==> config.mk <==
export PLATFORM = sky130hd
export DESIGN_NAME = rtc_time_seq
export DESIGN_NICKNAME = d
export VERILOG_FILES = /design/src/rtl/rtc_seq_pkg.sv /design/src/rtl/rtc_bin2bcd.sv /design/src/rtl/rtc_bcd2bin.sv /design/src/rtl/rtc_wait_timer.sv /design/src/rtl/rtc_time_seq.sv
export SDC_FILE = /design/constraint.sdc
export NUM_CORES = 1
export LEC_CHECK = 0
export BUFFER_PORTS_ARGS = -buffer_cell sky130_fd_sc_hd__buf_4
export CAP_MARGIN = 25
export CORE_MARGIN = 10
export CORE_UTILIZATION = 40
export CTS_BUF_LIST = sky130_fd_sc_hd__clkbuf_16
export DETAILED_ROUTE_END_ITERATION = 8
export GPL_TIMING_DRIVEN = 0
export RECOVER_POWER = 100
export SYNTH_ARGS = -nofsm -noshare
export SYNTH_HDL_FRONTEND = slang
export SYNTH_SLANG_ARGS = --single-unit
==> constraint.sdc <==
create_clock -name clk_i -period 2.6 [get_ports clk_i]
set_clock_uncertainty 0.15 [all_clocks]
set_input_delay 0.13 -clock clk_i [delete_from_list [all_inputs] [get_ports clk_i]]
set_output_delay 0.13 -clock clk_i [all_outputs]
set_load 0.01 [all_outputs]
==> src/rtl/rtc_seq_pkg.sv <==
package rtc_seq_pkg;

    localparam int NFIELD = 6;              // sec, min, hour, day, month, year
    localparam int NITEM  = 2 * NFIELD + 1; // digit pairs plus weekday
    localparam int BINW   = 7;              // binary field width
    localparam int NIBW   = 4;              // register nibble width

    typedef enum logic [2:0] {
        S_IDLE,
        S_CTL_WR,
        S_CTL_RD,
        S_WAIT,
        S_XFER,
        S_FIN
    } seq_state_e;

endpackage

==> src/rtl/rtc_bin2bcd.sv <==
module rtc_bin2bcd #(
    parameter bit WRAP = 1'b0
) (
    input  logic [6:0] bin_i,
    output logic [7:0] bcd_o
);
    logic [6:0] val;

    generate
        if (WRAP) begin : g_wrap
            assign val = (bin_i >= 7'd100) ? (bin_i - 7'd100) : bin_i;
        end else begin : g_plain
            assign val = bin_i;
        end
    endgenerate

    assign bcd_o = {4'(val / 7'd10), 4'(val % 7'd10)};
endmodule

==> src/rtl/rtc_bcd2bin.sv <==
module rtc_bcd2bin (
    input  logic [3:0] ones_i,
    input  logic [3:0] tens_i,
    output logic [6:0] bin_o
);
    assign bin_o = 7'({3'b000, tens_i} * 7'd10 + {3'b000, ones_i});
endmodule

==> src/rtl/rtc_wait_timer.sv <==
module rtc_wait_timer #(
    parameter int CYCLES = 8
) (
    input  logic clk_i,
    input  logic rst_ni,
    input  logic load_i,
    output logic expired_o
);
    localparam int CW = (CYCLES < 2) ? 1 : $clog2(CYCLES + 1);

    logic [CW-1:0] cnt_d, cnt_q;

    always_comb begin
        cnt_d = cnt_q;
        if (load_i) begin
            cnt_d = CW'(CYCLES - 1);
        end else if (cnt_q != '0) begin
            cnt_d = cnt_q - 1'b1;
        end
    end

    always_ff @(posedge clk_i) begin
        if (!rst_ni) cnt_q <= '0;
        else         cnt_q <= cnt_d;
    end

    assign expired_o = (cnt_q == '0);
endmodule

==> src/rtl/rtc_time_seq.sv <==
module rtc_time_seq
    import rtc_seq_pkg::*;
#(
    parameter int         RETRY_MAX   = 10,
    parameter int         WAIT_CYC    = 8,
    parameter int         BUSY_BIT    = 3,
    parameter logic [3:0] ADDR_CTRL   = 4'd15,
    parameter logic [3:0] ADDR_SEC1   = 4'd0,
    parameter logic [3:0] ADDR_SEC10  = 4'd1,
    parameter logic [3:0] ADDR_MIN1   = 4'd2,
    parameter logic [3:0] ADDR_MIN10  = 4'd3,
    parameter logic [3:0] ADDR_HOUR1  = 4'd4,
    parameter logic [3:0] ADDR_HOUR10 = 4'd5,
    parameter logic [3:0] ADDR_WDAY   = 4'd6,
    parameter logic [3:0] ADDR_DAY1   = 4'd7,
    parameter logic [3:0] ADDR_DAY10  = 4'd8,
    parameter logic [3:0] ADDR_MON1   = 4'd9,
    parameter logic [3:0] ADDR_MON10  = 4'd10,
    parameter logic [3:0] ADDR_YEAR1  = 4'd11,
    parameter logic [3:0] ADDR_YEAR10 = 4'd12
) (
    input  logic            clk_i,
    input  logic            rst_ni,
    input  logic            start_i,
    input  logic            write_i,
    input  logic [NIBW-1:0] ctrl_val_i,
    input  logic [BINW-1:0] sec_i,
    input  logic [BINW-1:0] min_i,
    input  logic [BINW-1:0] hour_i,
    input  logic [BINW-1:0] day_i,
    input  logic [BINW-1:0] mon_i,
    input  logic [BINW-1:0] year_i,
    input  logic [NIBW-1:0] wday_i,
    output logic [BINW-1:0] sec_o,
    output logic [BINW-1:0] min_o,
    output logic [BINW-1:0] hour_o,
    output logic [BINW-1:0] day_o,
    output logic [BINW-1:0] mon_o,
    output logic [BINW-1:0] year_o,
    output logic [NIBW-1:0] wday_o,
    output logic            done_o,
    output logic            err_o,
    output logic            ce_o,
    output logic            reg_req_o,
    output logic            reg_wr_o,
    output logic [NIBW-1:0] reg_addr_o,
    output logic [NIBW-1:0] reg_wdata_o,
    input  logic            reg_ack_i,
    input  logic [NIBW-1:0] reg_rdata_i
);
    localparam int ATT_W  = $clog2(RETRY_MAX + 1);
    localparam int ITEM_W = $clog2(NITEM);
    localparam int LAST   = NITEM - 1;

    // item k: fields in order, ones digit first, weekday last
    localparam logic [NITEM-1:0][NIBW-1:0] ITEM_ADDR = {
        ADDR_WDAY,  ADDR_YEAR10, ADDR_YEAR1, ADDR_MON10,  ADDR_MON1,
        ADDR_DAY10, ADDR_DAY1,   ADDR_HOUR10, ADDR_HOUR1, ADDR_MIN10,
        ADDR_MIN1,  ADDR_SEC10,  ADDR_SEC1
    };

    typedef struct packed {
        seq_state_e                     st;
        logic                           wr;
        logic [ATT_W-1:0]               att;
        logic [ITEM_W-1:0]              item;
        logic                           fail;
        logic [NFIELD-1:0][7:0]         wbcd;
        logic [NIBW-1:0]                wwday;
        logic [2*NFIELD-1:0][NIBW-1:0]  shadow;
        logic [NFIELD-1:0][BINW-1:0]    tout;
        logic [NIBW-1:0]                wday;
    } seq_t;

    seq_t d, q;

    logic [NFIELD-1:0][BINW-1:0] bin_in;
    logic [NFIELD-1:0][7:0]      bcd_in;
    logic [NFIELD-1:0][BINW-1:0] bin_rd;
    logic                        tmr_load;
    logic                        tmr_exp;
    logic                        req_c;
    logic                        wr_c;
    logic [NIBW-1:0]             addr_c;
    logic [NIBW-1:0]             wdata_c;

    assign bin_in = {year_i, mon_i, day_i, hour_i, min_i, sec_i};

    genvar f;
    generate
        for (f = 0; f < NFIELD; f++) begin : g_field
            rtc_bin2bcd #(.WRAP(f == NFIELD - 1)) u_b2b (
                .bin_i (bin_in[f]),
                .bcd_o (bcd_in[f])
            );
            rtc_bcd2bin u_b2n (
                .ones_i (q.shadow[2*f]),
                .tens_i (q.shadow[2*f+1]),
                .bin_o  (bin_rd[f])
            );
        end
    endgenerate

    rtc_wait_timer #(.CYCLES(WAIT_CYC)) u_tmr (
        .clk_i     (clk_i),
        .rst_ni    (rst_ni),
        .load_i    (tmr_load),
        .expired_o (tmr_exp)
    );

    always_comb begin
        d        = q;
        tmr_load = 1'b0;
        req_c    = 1'b0;
        wr_c     = 1'b0;
        addr_c   = ADDR_CTRL;
        wdata_c  = ctrl_val_i;
        unique case (q.st)
            S_IDLE: begin
                if (start_i) begin
                    d.st    = S_CTL_WR;
                    d.wr    = write_i;
                    d.att   = '0;
                    d.fail  = 1'b0;
                    d.wbcd  = bcd_in;
                    d.wwday = wday_i;
                end
            end
            S_CTL_WR: begin
                req_c = 1'b1;
                wr_c  = 1'b1;
                if (reg_ack_i) d.st = S_CTL_RD;
            end
            S_CTL_RD: begin
                req_c = 1'b1;
                if (reg_ack_i) begin
                    if (reg_rdata_i[BUSY_BIT]) begin
                        if (q.att == ATT_W'(RETRY_MAX - 1)) begin
                            d.st   = S_FIN;
                            d.fail = 1'b1;
                        end else begin
                            d.att    = q.att + 1'b1;
                            d.st     = S_WAIT;
                            tmr_load = 1'b1;
                        end
                    end else begin
                        d.st   = S_XFER;
                        d.item = '0;
                    end
                end
            end
            S_WAIT: begin
                if (tmr_exp) d.st = S_CTL_WR;
            end
            S_XFER: begin
                req_c  = 1'b1;
                wr_c   = q.wr;
                addr_c = ITEM_ADDR[q.item];
                if (q.item == ITEM_W'(LAST)) begin
                    wdata_c = q.wwday;
                end else if (q.item[0]) begin
                    wdata_c = q.wbcd[q.item[ITEM_W-1:1]][7:4];
                end else begin
                    wdata_c = q.wbcd[q.item[ITEM_W-1:1]][3:0];
                end
                if (reg_ack_i) begin
                    if (q.item == ITEM_W'(LAST)) begin
                        d.st = S_FIN;
                        if (!q.wr) begin
                            d.tout = bin_rd;
                            d.wday = reg_rdata_i;
                        end
                    end else begin
                        if (!q.wr) d.shadow[q.item] = reg_rdata_i;
                        d.item = q.item + 1'b1;
                    end
                end
            end
            S_FIN: begin
                d.st = S_IDLE;
            end
            default: d.st = S_IDLE;
        endcase
    end

    always_ff @(posedge clk_i) begin
        if (!rst_ni) q <= '0;
        else         q <= d;
    end

    assign ce_o        = (q.st == S_CTL_WR) || (q.st == S_CTL_RD) || (q.st == S_XFER);
    assign done_o      = (q.st == S_FIN) && !q.fail;
    assign err_o       = (q.st == S_FIN) && q.fail;
    assign reg_req_o   = req_c;
    assign reg_wr_o    = wr_c;
    assign reg_addr_o  = addr_c;
    assign reg_wdata_o = wdata_c;
    assign sec_o       = q.tout[0];
    assign min_o       = q.tout[1];
    assign hour_o      = q.tout[2];
    assign day_o       = q.tout[3];
    assign mon_o       = q.tout[4];
    assign year_o      = q.tout[5];
    assign wday_o      = q.wday;
endmodule

==> flow_summary.json, run 1 <==
{
  "finalSetupViolCount": 5,
  "ys_warn_count": 0,
  "grt_first_pass_wirelength_um": 51100,
  "slew_violations": 0,
  "critPathBufInv": 3,
  "yosys_register_bits": 167,
  "final_cell_mix": "209 x nand2_1, 165 x dfxtp_1, 152 x a21oi_1, 125 x buf_4, 107 x nor2_1",
  "grt-ovfl-total": 0,
  "critPathSlowestCell": "mux4_2",
  "rsz0062_at_grt": "true",
  "start_util_pct": 40.6,
  "final_cell_count_no_fill": 1930,
  "startpoint": "q[148]",
  "cp.depth": 7,
  "max_cap_violations": 0,
  "period_share_pct": 104,
  "crit_required_ps": 2320,
  "fp.coreArea_um2": 26900,
  "min_from": "mon_i[3]",
  "clock-sinks": 167,
  "critPathLaunchType": "flop",
  "hold_viol_final": 0,
  "cpMostUsedCell": "mux4_2",
  "antenna_cells": 0,
  "tns_ps": -193,
  "ys_seq_area_share_pct": 30.6,
  "cts_tree": "built",
  "area_growth_pct": 23.0,
  "slew_headroom_pct": 46.3,
  "clk-insertion-delay-late_ps": 440,
  "die_area_um2": 34300,
  "crit_family": "multiplexers",
  "vdd_drop_max_uv": 476,
  "crit_path_end_kind": "output pin",
  "grt_max_degree": 17,
  "syn_area_um2": 10900,
  "rows": 60,
  "max_stage_delay_ps": 510,
  "dr.first_iter.drc_count": 552,
  "powerDensity_nw_per_um2": 543,
  "wl_per_cell_um": 16.9,
  "final_area_um2": 13400,
  "hpwlAfterDp_um": 24300,
  "synth_edf_count": 0,
  "die_w_um": 185,
  "track_usage_pct": 18.6,
  "max_freq_mhz": 369,
  "worst_slack_ps": -110,
  "drive_gt1_share_pct": 18.4,
  "yosysUniqueCellTypes": 75,
  "path_max_fanout": 4,
  "power_mw": 7.29,
  "path_clk_slew_ps": 70,
  "fillCellCount": 2680,
  "preCtsSetupSlack_ps": -563,
  "outcome": "complete, but fails checks",
  "syn-num-nets": 1530,
  "drc": 0,
  "cts-htree-levels": 4,
  "synthArstFlopShare_pct": 0,
  "grt_pass1_vias": 9734,
  "p_leak_nw": 5.15,
  "clk_path_buf_depth": 2,
  "cp_cell_sequence": "buf_8, buf_12, mux4_2, mux4_2, a21oi_2, o21ai_2, buf_4",
  "layout_commonest_cell": "nand2_1",
  "layout.nets": 1702,
  "postRouteAntennaNets": 0,
  "antenna_found_initial": 0,
  "synthCells": 1404,
  "first_pass_iters": 5,
  "fin_hold_ws_ps": 9.68,
  "dp_cells": 1856,
  "routed_wl_um": 32600,
  "violations": "negative setup slack",
  "synth_area_per_cell_um2": 7.77,
  "min_period_ps": 2710,
  "routed-via-count": 10352,
  "reg2reg_slack_ps": -40,
  "ff2ff_path_depth": 13,
  "crit_type": "flop to output pin",
  "num_io_pins": 118,
  "hp-class": "primary input to flop",
  "rr_startpoint": "q[148]",
  "vias_per_cell": 5.36,
  "arrival_ps": 2430,
  "ys.flop_type": "dfxtp_1",
  "gp_congestion": 0.886,
  "place_area_um2": 12300,
  "critPathCapture": "reg_wdata_o[3]",
  "root_buffer": "clkbuf_16",
  "io_buffers": 110,
  "cts_buffers": 17,
  "worst_slew_pin_slew_ps": 805,
  "utilization_pct": 50.0,
  "die_h_um": 185
}
[worst reg2reg max path: stages, from the launching register on]
cell	delay, ps
dfxtp_4	380
buf_8	130
inv_2	60
ha_4	170
and3_1	190
buf_6	130
o32ai_4	110
nand2_1	180
buf_6	160
mux2i_4	190
nor2_4	160
ha_4	230
o2bb2ai_1	120
a311oi_1	180
[cell usage after synthesis, drive strengths merged, types with 26 or more instances]
master	count	area share, %
nand2	209	7.2
clkbuf	57	2.0
o21ai	53	2.4
nand3	72	3.3
dfxtp	167	31
inv	50	1.7
xnor2	43	3.5
nor3	26	1.2
buf	83	5.0
nor2	111	3.8
ha	55	6.3
a211oi	31	2.4
nor2b	33	1.9
a21oi	158	7.2
nand2b	29	1.7
[power breakdown]
part,switching [mW],internal (mW)
clock,1.14,1.93
combinational,0.855,0.585
sequential,0.0931,2.70
[per-layer routing]
metal | GRT usage [%] | routed length (um)
met5 | 0 | 0
met4 | 5.30 | 486
met3 | 2.88 | 1350
met2 | 32.2 | 16200
met1 | 23.2 | 14600
[flip-flops by register name (all words and copies together), names as in the netlist, named ones only]
register     cells
u_tmr.cnt_q      4
wday_o           4
day_o            7
min_o            7
q              113
mon_o            7
year_o           7
sec_o            7
hour_o           7
[how the worst min path moves through the flow]
| stage | depth (start not counted) | endpoint |
|---|---|---|
| 4_1_cts | 3 | q[133] |
| 3_3_place_gp | 3 | q[123] |
| 6_report | 4 | q[133] |
| 2_1_floorplan | 2 | q[106] |
| 5_1_grt | 4 | q[133] |
| 3_5_place_dp | 3 | q[123] |
[kinds of logic (layout without fill, tap and decap cells)]
family | count (synthesis) | in the layout | synth area share (%)
adder cells (fa/ha/maj) | 69 | 69 | 8.69
flip-flops | 167 | 167 | 30.6
multiplexers | 37 | 37 | 4.55
XOR/XNOR | 58 | 58 | 4.72
AND/OR/NAND/NOR | 534 | 534 | 22.6
buffers and inverters | 191 | 376 | 8.76
AO/OA/AOI/OAI | 348 | 348 | 20.0
[timing repair]
action | in CTS | in global routing
gates resized for setup | 39 | 42
hold buffers | 22 | 1
setup buffers | 6 | 16
gates cloned | 1 | 0
endpoints found under the hold margin | 30 | 1
endpoints found under the setup margin | 22 | 114
pin swaps | 4 | 15
[final cells by class]
cell class	instances	area [um^2]	share of cell area (%)
multi-input combinational	1046	6890	51.3
sequential	167	3350	24.9
timing repair buffer	157	1060	7.92
buffer	136	791	5.89
tap	341	427	3.18
clock buffer	17	425	3.17
clock inverter	15	284	2.12
inverter	51	196	1.46
(Power assumes the default switching activity.)
==> inputs of run 2 (changes only) <==
CORE_UTILIZATION = 45   (was 40)
PLACE_DENSITY = 0.66   (was unset)
==> run 2 against run 1 <==
The run still ends with negative setup slack left. Combinational power is essentially flat. Worst setup slack improved by 93 ps. Utilization increased by 6.6 points. Critical path depth shrank 1. Maximum frequency grew 3.6%. Sequential share of layout area grew 0.067 points. Largest cell class unchanged.
==> flow_summary.json, run 2 (synthesis gave the netlist of run 1 again) <==
{
  "tns_ps": -20.2,
  "violations": "negative setup slack",
  "powerDensity_nw_per_um2": 507,
  "max_cap_violations": 0,
  "antenna_found_initial": 0,
  "cts_buffers": 17,
  "p_leak_nw": 5.15,
  "dp_cells": 1833,
  "hold_viol_final": 0,
  "clk_path_buf_depth": 2,
  "regMostFlops": "q",
  "period_share_pct": 101,
  "hpwlAfterDp_um": 23600,
  "final_area_um2": 13400,
  "wl_per_cell_um": 16.7,
  "root_buffer": "clkbuf_16",
  "fin_hold_ws_ps": 35.6,
  "vdd_drop_max_uv": 438,
  "layout_commonest_cell": "nand2_1",
  "worst_slew_pin_slew_ps": 846,
  "routed_wl_um": 31900,
  "finalSetupViolCount": 2,
  "drc": 0,
  "start_util_pct": 46.1,
  "crit_required_ps": 2320,
  "outcome": "complete, but fails checks",
  "path_clk_slew_ps": 70,
  "grt_max_degree": 17,
  "die_w_um": 176,
  "clock-sinks": 167,
  "io_buffers": 110,
  "max_stage_delay_ps": 510,
  "drive_gt1_share_pct": 19.1,
  "worst_slack_ps": -16.6,
  "largest_reg_flops": 113,
  "cts_tree": "built",
  "critPathSlowestCell": "mux4_2",
  "gp_congestion": 0.890,
  "postRouteAntennaNets": 0,
  "rows": 56,
  "cts-htree-levels": 4,
  "hp-class": "primary input to flop",
  "place_area_um2": 12200,
  "preCtsSetupSlack_ps": -649,
  "crit_type": "flop to output pin",
  "layout.nets": 1705,
  "area_growth_pct": 22.9,
  "die_area_um2": 30900,
  "first_pass_iters": 5,
  "die_h_um": 176,
  "critPathLaunchType": "flop",
  "clk-insertion-delay-late_ps": 430,
  "min_period_ps": 2620,
  "slew_violations": 0,
  "grt_pass1_vias": 9920,
  "fp.coreArea_um2": 23700,
  "path_max_fanout": 8,
  "num_io_pins": 118,
  "max_freq_mhz": 382,
  "track_usage_pct": 19.9,
  "final_cell_count_no_fill": 1911,
  "grt_first_pass_wirelength_um": 50900,
  "fillCellCount": 2236,
  "cpMostUsedCell": "mux4_2",
  "antenna_cells": 0,
  "routed-via-count": 10487,
  "final_cell_mix": "208 x nand2_1, 162 x dfxtp_1, 151 x a21oi_1, 132 x buf_4, 107 x nor2_1",
  "crit_path_end_kind": "output pin",
  "slew_headroom_pct": 43.6,
  "vias_per_cell": 5.49,
  "arrival_ps": 2340,
  "grt-ovfl-total": 0,
  "cp_cell_sequence": "buf_12, mux4_2, mux4_2, a21oi_4, o21ai_2, buf_4",
  "dr.first_iter.drc_count": 701,
  "rsz0062_at_grt": "true"
}
[run 2: cell types whose count changed in the layout (fill, tap and decap cells not counted), moves of 3 or more]
| cell | delta |
|---|---|
| bufinv_16 | -4 |
| clkinv_2 | +3 |
| buf_4 | +7 |
| dfxtp_2 | +3 |
| dfxtp_1 | -3 |
| inv_1 | +3 |
| clkinvlp_4 | +3 |
| inv_6 | -4 |
[run 2: cell type report]
type | count | area, um^2 | share of cell area (%)
inverters | 51 | 201 | 1.50
clock inverters | 15 | 164 | 1.22
plain buffers | 137 | 807 | 6.02
well taps | 319 | 399 | 2.98
repair buffers | 159 | 1070 | 7.97
multi-input cells | 1046 | 6990 | 52.1
flip-flops and latches | 167 | 3350 | 25.0
clock buffers | 17 | 425 | 3.17
[run 2: final timing paths]
check | start | to | slack (ps) | cells past startpoint
max | q[148] | reg_wdata_o[3] | -20 | 6
min | mon_i[3] | q[133] | 40 | 4
max reg2reg | q[148] | flop | 10 | 13
min reg2reg | q[129] | q[129] | 300 | 2
[run 2: per-layer routing]
| metal | share of wire, % | global-route usage [%] | wire (um) |
|---|---|---|---|
| met5 | 0 | 0 | 0 |
| met4 | 1.6 | 5.40 | 506 |
| met1 | 43 | 24.7 | 13800 |
| met3 | 5.7 | 3.15 | 1810 |
| met2 | 49 | 34.9 | 15800 |
[run 2: stage by stage]
stage	utilization [%]	total power, mW
2_1_floorplan	-	3.76
3_3_place_gp	51.6	4.16
3_5_place_dp	51.6	4.18
4_1_cts	56.3	6.77
5_1_grt	56.6	7.10
6_report	56.6	6.80
[run 2: critical path, delay by kind of cell, from the launching register on]
| family | cells | cell delay, ps |
|---|---|---|
| AOI/OAI and AO/OA | 2 | 240 |
| buffers and inverters | 2 | 300 |
| DFF | 1 | 360 |
| muxes | 2 | 1010 |
[run 2: where the power goes]
part	internal [mW]	switching [mW]	leakage [nW]
logic	0.602	0.854	3.51
clock network	1.50	1.05	0.285
registers	2.70	0.0989	1.36
total	4.80	2.00	5.15
[run 2: timing repair]
item,CTS,global route
setup buffers,11,15
setup endpoints to repair,64,103
hold endpoints to repair,30,0
pin swaps,10,12
hold buffers,23,0
resized for setup,49,48
